[src/rtl/eclk_bridge_pkg.sv]
package eclk_bridge_pkg;
    typedef struct packed {
        logic cs_stage;
        logic ack_stage;
    } seq_t;
endpackage

[src/rtl/eclk_edge_sync.sv]
module eclk_edge_sync #(
    parameter int SYNC_STAGES = 2
) (
    input  logic clk,
    input  logic rst_n,
    input  logic e_in,
    output logic e_fall
);
    typedef struct packed {
        logic [SYNC_STAGES-1:0] chain;
        logic                   last;
    } sync_t;

    sync_t sync_q, sync_d;

    always_comb begin
        sync_d       = sync_q;
        sync_d.chain = {sync_q.chain[SYNC_STAGES-2:0], e_in};
        sync_d.last  = sync_q.chain[SYNC_STAGES-1];
    end

    always_ff @(posedge clk or negedge rst_n) begin
        if (!rst_n) sync_q <= '0;
        else        sync_q <= sync_d;
    end

    // falling edge of the synchronized E, one cycle wide
    assign e_fall = sync_q.last & ~sync_q.chain[SYNC_STAGES-1];
endmodule

[src/rtl/eclk_seq.sv]
module eclk_seq
    import eclk_bridge_pkg::*;
(
    input  logic clk,
    input  logic rst_n,
    input  logic e_fall,
    input  logic sel,
    input  logic ds,
    output logic cs_stage,
    output logic ack_stage,
    output logic ack_set
);
    seq_t seq_q, seq_d;

    always_comb begin
        seq_d = seq_q;
        if (!ds) begin
            seq_d = '0;
        end else if (e_fall) begin
            if (!seq_q.cs_stage) seq_d.cs_stage  = sel;
            else                 seq_d.ack_stage = 1'b1;
        end
    end

    always_ff @(posedge clk or negedge rst_n) begin
        if (!rst_n) seq_q <= '0;
        else        seq_q <= seq_d;
    end

    assign cs_stage  = seq_q.cs_stage;
    assign ack_stage = seq_q.ack_stage;
    assign ack_set   = seq_d.ack_stage & ~seq_q.ack_stage;

    p_cs_on_fall_r2: assert property (@(posedge clk) disable iff (!rst_n)
        $rose(seq_q.cs_stage) |-> $past(e_fall && sel && ds));

    p_ack_second_fall_r3: assert property (@(posedge clk) disable iff (!rst_n)
        $rose(seq_q.ack_stage) |-> $past(seq_q.cs_stage && e_fall));

    p_strobe_clears_r7: assert property (@(posedge clk) disable iff (!rst_n)
        !ds |=> (!seq_q.cs_stage && !seq_q.ack_stage));

    p_abort_no_ack_r8: assert property (@(posedge clk) disable iff (!rst_n)
        (seq_q.cs_stage && !seq_q.ack_stage && !ds) |=> !seq_q.ack_stage);
endmodule

[src/rtl/eclk_hold_latch.sv]
module eclk_hold_latch #(
    parameter int DW = 8
) (
    input  logic          clk,
    input  logic          rst_n,
    input  logic          cap,
    input  logic          hold,
    input  logic [DW-1:0] din,
    output logic [DW-1:0] dout
);
    logic [DW-1:0] held_q, held_d;

    always_comb begin
        held_d = held_q;
        if (cap) held_d = din;
    end

    always_ff @(posedge clk or negedge rst_n) begin
        if (!rst_n) held_q <= '0;
        else        held_q <= held_d;
    end

    assign dout = hold ? held_q : din;

    p_hold_stable_r5: assert property (@(posedge clk) disable iff (!rst_n)
        (hold && $past(hold)) |-> $stable(dout));
endmodule

[src/rtl/eclk_bridge.sv]
module eclk_bridge #(
    parameter int DW          = 8,
    parameter int SYNC_STAGES = 2
) (
    input  logic          clk,
    input  logic          rst_n,
    input  logic          e_clk,
    input  logic          sel,
    input  logic          host_ds,
    input  logic          host_rd,
    input  logic [DW-1:0] host_wdata,
    input  logic [DW-1:0] per_rdata,
    output logic          per_cs,
    output logic [DW-1:0] per_wdata,
    output logic          per_wdata_oe,
    output logic [DW-1:0] host_rdata,
    output logic          host_rdata_oe,
    output logic          ack_pull
);
    logic e_fall, cs_stage, ack_stage, ack_set;
    logic read_dir;

    eclk_edge_sync #(.SYNC_STAGES(SYNC_STAGES)) i_sync (
        .clk(clk), .rst_n(rst_n), .e_in(e_clk), .e_fall(e_fall)
    );

    eclk_seq i_seq (
        .clk(clk), .rst_n(rst_n), .e_fall(e_fall), .sel(sel), .ds(host_ds),
        .cs_stage(cs_stage), .ack_stage(ack_stage), .ack_set(ack_set)
    );

    eclk_hold_latch #(.DW(DW)) i_wr_latch (
        .clk(clk), .rst_n(rst_n), .cap(ack_set), .hold(ack_stage),
        .din(host_wdata), .dout(per_wdata)
    );

    eclk_hold_latch #(.DW(DW)) i_rd_latch (
        .clk(clk), .rst_n(rst_n), .cap(ack_set), .hold(ack_stage),
        .din(per_rdata), .dout(host_rdata)
    );

    assign read_dir      = sel & host_rd;
    assign host_rdata_oe = read_dir;
    assign per_wdata_oe  = ~read_dir;
    assign per_cs        = cs_stage & ~ack_stage;
    assign ack_pull      = ack_stage;

    p_no_ack_unselected_r9: assert property (@(posedge clk) disable iff (!rst_n)
        (!per_cs && !ack_pull && !sel) |=> !ack_pull);
endmodule

[config.mk]
export PLATFORM = sky130hd
export DESIGN_NAME = eclk_bridge
export DESIGN_NICKNAME = d
export VERILOG_FILES = /design/src/rtl/eclk_bridge_pkg.sv /design/src/rtl/eclk_edge_sync.sv /design/src/rtl/eclk_seq.sv /design/src/rtl/eclk_hold_latch.sv /design/src/rtl/eclk_bridge.sv
export SDC_FILE = /design/constraint.sdc
export NUM_CORES = 1
export LEC_CHECK = 0
export ABC_AREA = 1
export BUFFER_PORTS_ARGS = -buffer_cell sky130_fd_sc_hd__buf_2
export CAP_MARGIN = 25
export CORE_MARGIN = 10
export CORE_UTILIZATION = 45
export CTS_CLUSTER_DIAMETER = 60
export DETAILED_ROUTE_END_ITERATION = 10
export PLACE_DENSITY_LB_ADDON = 0.3
export SLEW_MARGIN = 30
export SYNTH_ARGS = -nofsm -noshare
export SYNTH_HDL_FRONTEND = slang
export SYNTH_SLANG_ARGS = --single-unit
[constraint.sdc]
create_clock -name clk -period 2.8 [get_ports clk]
set_input_delay 0.42 -clock clk [delete_from_list [all_inputs] [get_ports clk]]
set_output_delay 0.42 -clock clk [all_outputs]
set_load 0.02 [all_outputs]
# Word-level counts from Yosys, hierarchy flattened
# Cells that the tools add are included.
# op_classes
addsub,0
multipliers,0
div,0
order_cmp,0
eq_ne,1
n_shift,0
mux,6
bitwise,7
reduce_logical,0
# op_table
op,count
two-way mux 8 bit,2
bitwise AND 1 bit,4
two-way mux 2 bit,2
NOT 1 bit,3
two-way mux 1 bit,2
"!= test 2 x 1 -> 1 bit, second input constant",1
# word_totals
regBits,21
latch_bits,0
mem_bits_rw,0
rom_bits,0
in_bits,22
output_inout_bits,20
memories,0

# Longest topological paths before layout
# depth
depth_word,5
depth_mapped,6
ltp_nobuf,5

# Cells and area by module
# From an unflattened synthesis, not the netlist that was laid out.
# unflattened
hier_cells,139
area_unflattened_um2,1022.2
# by_module_without_submodules
module,n_inst,cells_per_inst,area_each_um2
eclk_hold_latch,2,60,410.4
eclk_seq,1,10,98.8
eclk_edge_sync,1,5,85.1
eclk_bridge,1,4,17.5

# Least setup slack after synthesis
# Ideal clock, no wire load.
# synth_path
path_type,register -> output
start,reg i_seq.seq_q (netlist bit i_seq.ack_stage)
end,out per_cs
t_arrival_ps,1078
required_ps,2380
path_slack_ps,1302
path_stages_with_launch,4
cell_sequence,dfrtp_1 buf_6 buf_2 nor2_1
# synth_via
elab_chain_cells,2
# synth_lines
item,line,rtl
"start, declared",eclk_seq.sv:13,"seq_t seq_q, seq_d;"
"start signal, assigned",eclk_seq.sv:27,else seq_q <= seq_d;
NOT 1 bit,eclk_bridge.sv:45,assign per_cs = cs_stage & ~ack_stage;
bitwise AND 1 bit,eclk_bridge.sv:45,
"end, declared",eclk_bridge.sv:13,"output logic per_cs,"
# Every way passes these cells.

# Final worst setup path
# layout_path
start,reg i_seq.seq_q (netlist bit i_seq.ack_stage)
end,out host_rdata[6]
# layout_via
elab_chain_cells,1
# layout_lines
item,line,rtl
two-way mux 8 bit,eclk_hold_latch.sv:23,assign dout = hold ? held_q : din;
"end, declared",eclk_bridge.sv:16,"output logic [DW-1:0] host_rdata,"
# Every way passes these cells.

==> impl_results.md <==
* Clock sink count at 21
* Die Width at approximately 70 um
* Power Dens Cells at 503 mW/mm^2
* Clk_lat worst skew at 0.30 ns
* Max cap viols at 0
* Grt ovf at 0
* Top cells by area, synth: dfrtp_1 47%, nand2_1 26%, nand4_1 8.3%
* Global-route wire length before repair at around 4700 um
* Placed Cells at slightly above 200
* Wire length per cell at 13.2 um
* Die Span Y at about 70 um
* Antenna Diode Count at 0
* Post-Route WL at 2730 um
* Most frequent cell after synthesis: nand2_1
* Worst Setup SP: i_seq.ack_stage
* Clock H-tree levels at 1
* Starting Density at a little under half
* Rel. slew slack at a little under three fifths
* Fin crit period at 2.13 ns
* Endpoints failing hold at 0
* Syn Inst Count at 140
* Post-synthesis async set-or-reset flop share at 100%
* Period utilisation layout at between 70% and 80%
* Area Overhead vs Synth at 17.3%
* Antenna Nets Post-Route at 0
* Post-CTS Setup Inserts at 0
* Pre-Repair DR Iteration Count at 4
* Worst Tran Pin Value at roughly 0.65 ns
* Cell Area, Synth at between 0.001 and 0.0015 sq mm
* Yosys warning total at 0
* Aggregate negative setup slack at 0 ns
* CP endpoint: host_rdata[6]
* Row count at 18
* Core area at 0.00243 sq mm
* Register area at between 500 and 600 sq um
* Fmax at roughly 0.47 GHz
* Non-Filler Instances at 206
* Worst setup SP type: flop
* Clk slew on worst S/H paths at between 0.1 and 0.15 ns
* Vias at slightly above 1000
* Reg2reg setup slack at 1.10 ns
* Main synth FF type: dfrtp_1
* HP Class: input port to async pin
* Worst Reg-to-Reg Cells at 4
* Vias per inst at approximately 5.0
* # hold bufs at CTS at 0
* Vias in the first global route at ~1000
* Register area share after synthesis at 46.7%
* Final Max Slew Viols at 0
* Setup Crit Path Kind: flop to output port
* Routability cong. at about 0.78
* Post-synth top area share at a little under half
* Synthesized Nets at 162
* Worst r2r src: i_seq.ack_stage
* Synth cell types at 18
* Top cells by count, synth: 77 x nand2_1, 21 x dfrtp_1, 15 x nand4_1
* Pin count of the biggest net entering global routing at 34
* Pre-CTS WS at 0.998 ns
* Initial antenna violation count at 0
* Filler Cells Inserted at roughly 240
* Worst-path fanout max at 33
* CP endpoint kind: output port
* TritonCTS clock tree: done
* RSZ-0062 raised after global routing: false
* Max Buffers Root-to-Sink at 2
* Post-synth EDFFs at 0
* DP HPWL at 1990 um
* Root Driver: clkbuf_4
* Nets@finish at roughly 200
* TritonCTS buffer count at 3
* WP data required at ~2.4 ns
* Footprint of the multi-input gates at 504 sq um
* DR iter-0 viols at 50
* Io pins at between 40 and 50
* Cell taking the most area after synthesis: dfrtp_1
* Die area at approximately 0.0049 sq mm
* Total chip power at between 600 and 700 uW
* Outcome: finished clean
* CTS resizes at 0
* Skew final at 0.00207 ns
* # setup viols final at 0
* Worst r2r dst: i_wr_latch.held_q[5]
* Port Buffers at 41
* IR drop worst, VDD at 341 uV
* Syn avg cell area at about 8 sq um
* Seq cells post-synth at 21
* Share of post-route cells with drive strength above 1 at between 30% and 40%
* CP arrival at 1.71 ns
* DRC viols at 0
* Tot GR Track Use at between 10% and 20%
* Min setup slack post-route at around 0.67 ns
* Leak Pwr at 0.000784 uW
* Fin Hold WS at approximately 0.05 ns
-- how the worst min path moves through the flow --
stage               slack (ns)                   end  cells after the start             start
floorplan                 0.12  i_rd_latch.held_q[0]                      0             rst_n
global placement          0.34      i_sync.sync_d[0]                      0  i_sync.sync_d[2]
detailed placement        0.35      i_sync.sync_d[0]                      0  i_sync.sync_d[2]
CTS                       0.06        i_seq.cs_stage                      1             rst_n
global route              0.08  i_wr_latch.held_q[1]                      1             rst_n
finish                    0.05  i_wr_latch.held_q[2]                      1             rst_n
-- layer usage --
metal	part of all wire (%)	routed length, um	GRT usage (%)	vias up
met5	0	0	0	-
met4	0.73	20	3.51	0
met3	7.8	212	3.95	2
met2	46	1270	18.6	33
met1	45	1230	12.8	465
li1	-	-	-	521
-- through the flow --
| stage | area [sq um] | util, % |
|---|---|---|
| 3_5_place_dp | 1290 | 53.2 |
| 2_1_floorplan | 1130 | - |
| 6_report | 1320 | 54.3 |
| 4_1_cts | 1320 | 54.3 |
| 3_3_place_gp | 1290 | 53.2 |
| 5_1_grt | 1320 | 54.3 |
-- state kept, by name, summed over array words and instances, names as in the netlist --
name / cells
i_sync.sync_d: 2
i_seq.cs_stage: 1
i_rd_latch.held_q: 8
i_seq.ack_stage: 1
i_sync.sync_q: 1
i_wr_latch.held_q: 8
-- critical path, stage by stage (launching register included) --
cell and delay, ns:
dfrtp_1 0.78, inv_4 0.28, nand2_1 0.13, nand2_1 0.05
buf_2 0.15
-- report_power, final --
part	leakage (uW)	switching [uW]	total [uW]	internal (uW)
Combinational	0.000495	83.6	137	52.9
Clock	0.0000177	90.8	144	53.1
Sequential	0.000271	32.1	384	352
-- kinds of logic after synthesis --
group / after synthesis / share of synthesized area, %
AOI/OAI and AO/OA: 2 / 1.33
DFF: 21 / 46.7
buffers and inverters: 14 / 8.55
and+or+nand+nor: 103 / 43.4
-- layout by cell type, fill, tap and decap left out, drive strengths merged --
cell type / count
inv: 5
nand2: 83
dfrtp: 21
clkinv: 1
nor2: 3
o21a: 1
nand4: 17
buf: 41
a21boi: 1
clkbuf: 3
-- cell type report --
cell class                 count  area share, %
timing repair buffer          41           15.5
sequential                    21           39.8
tap                           30           2.84
inverter                       5           1.61
clock buffer                   3           1.70
multi-input combinational    105           38.2
clock inverter                 1          0.379
(Power assumes the default switching activity.)
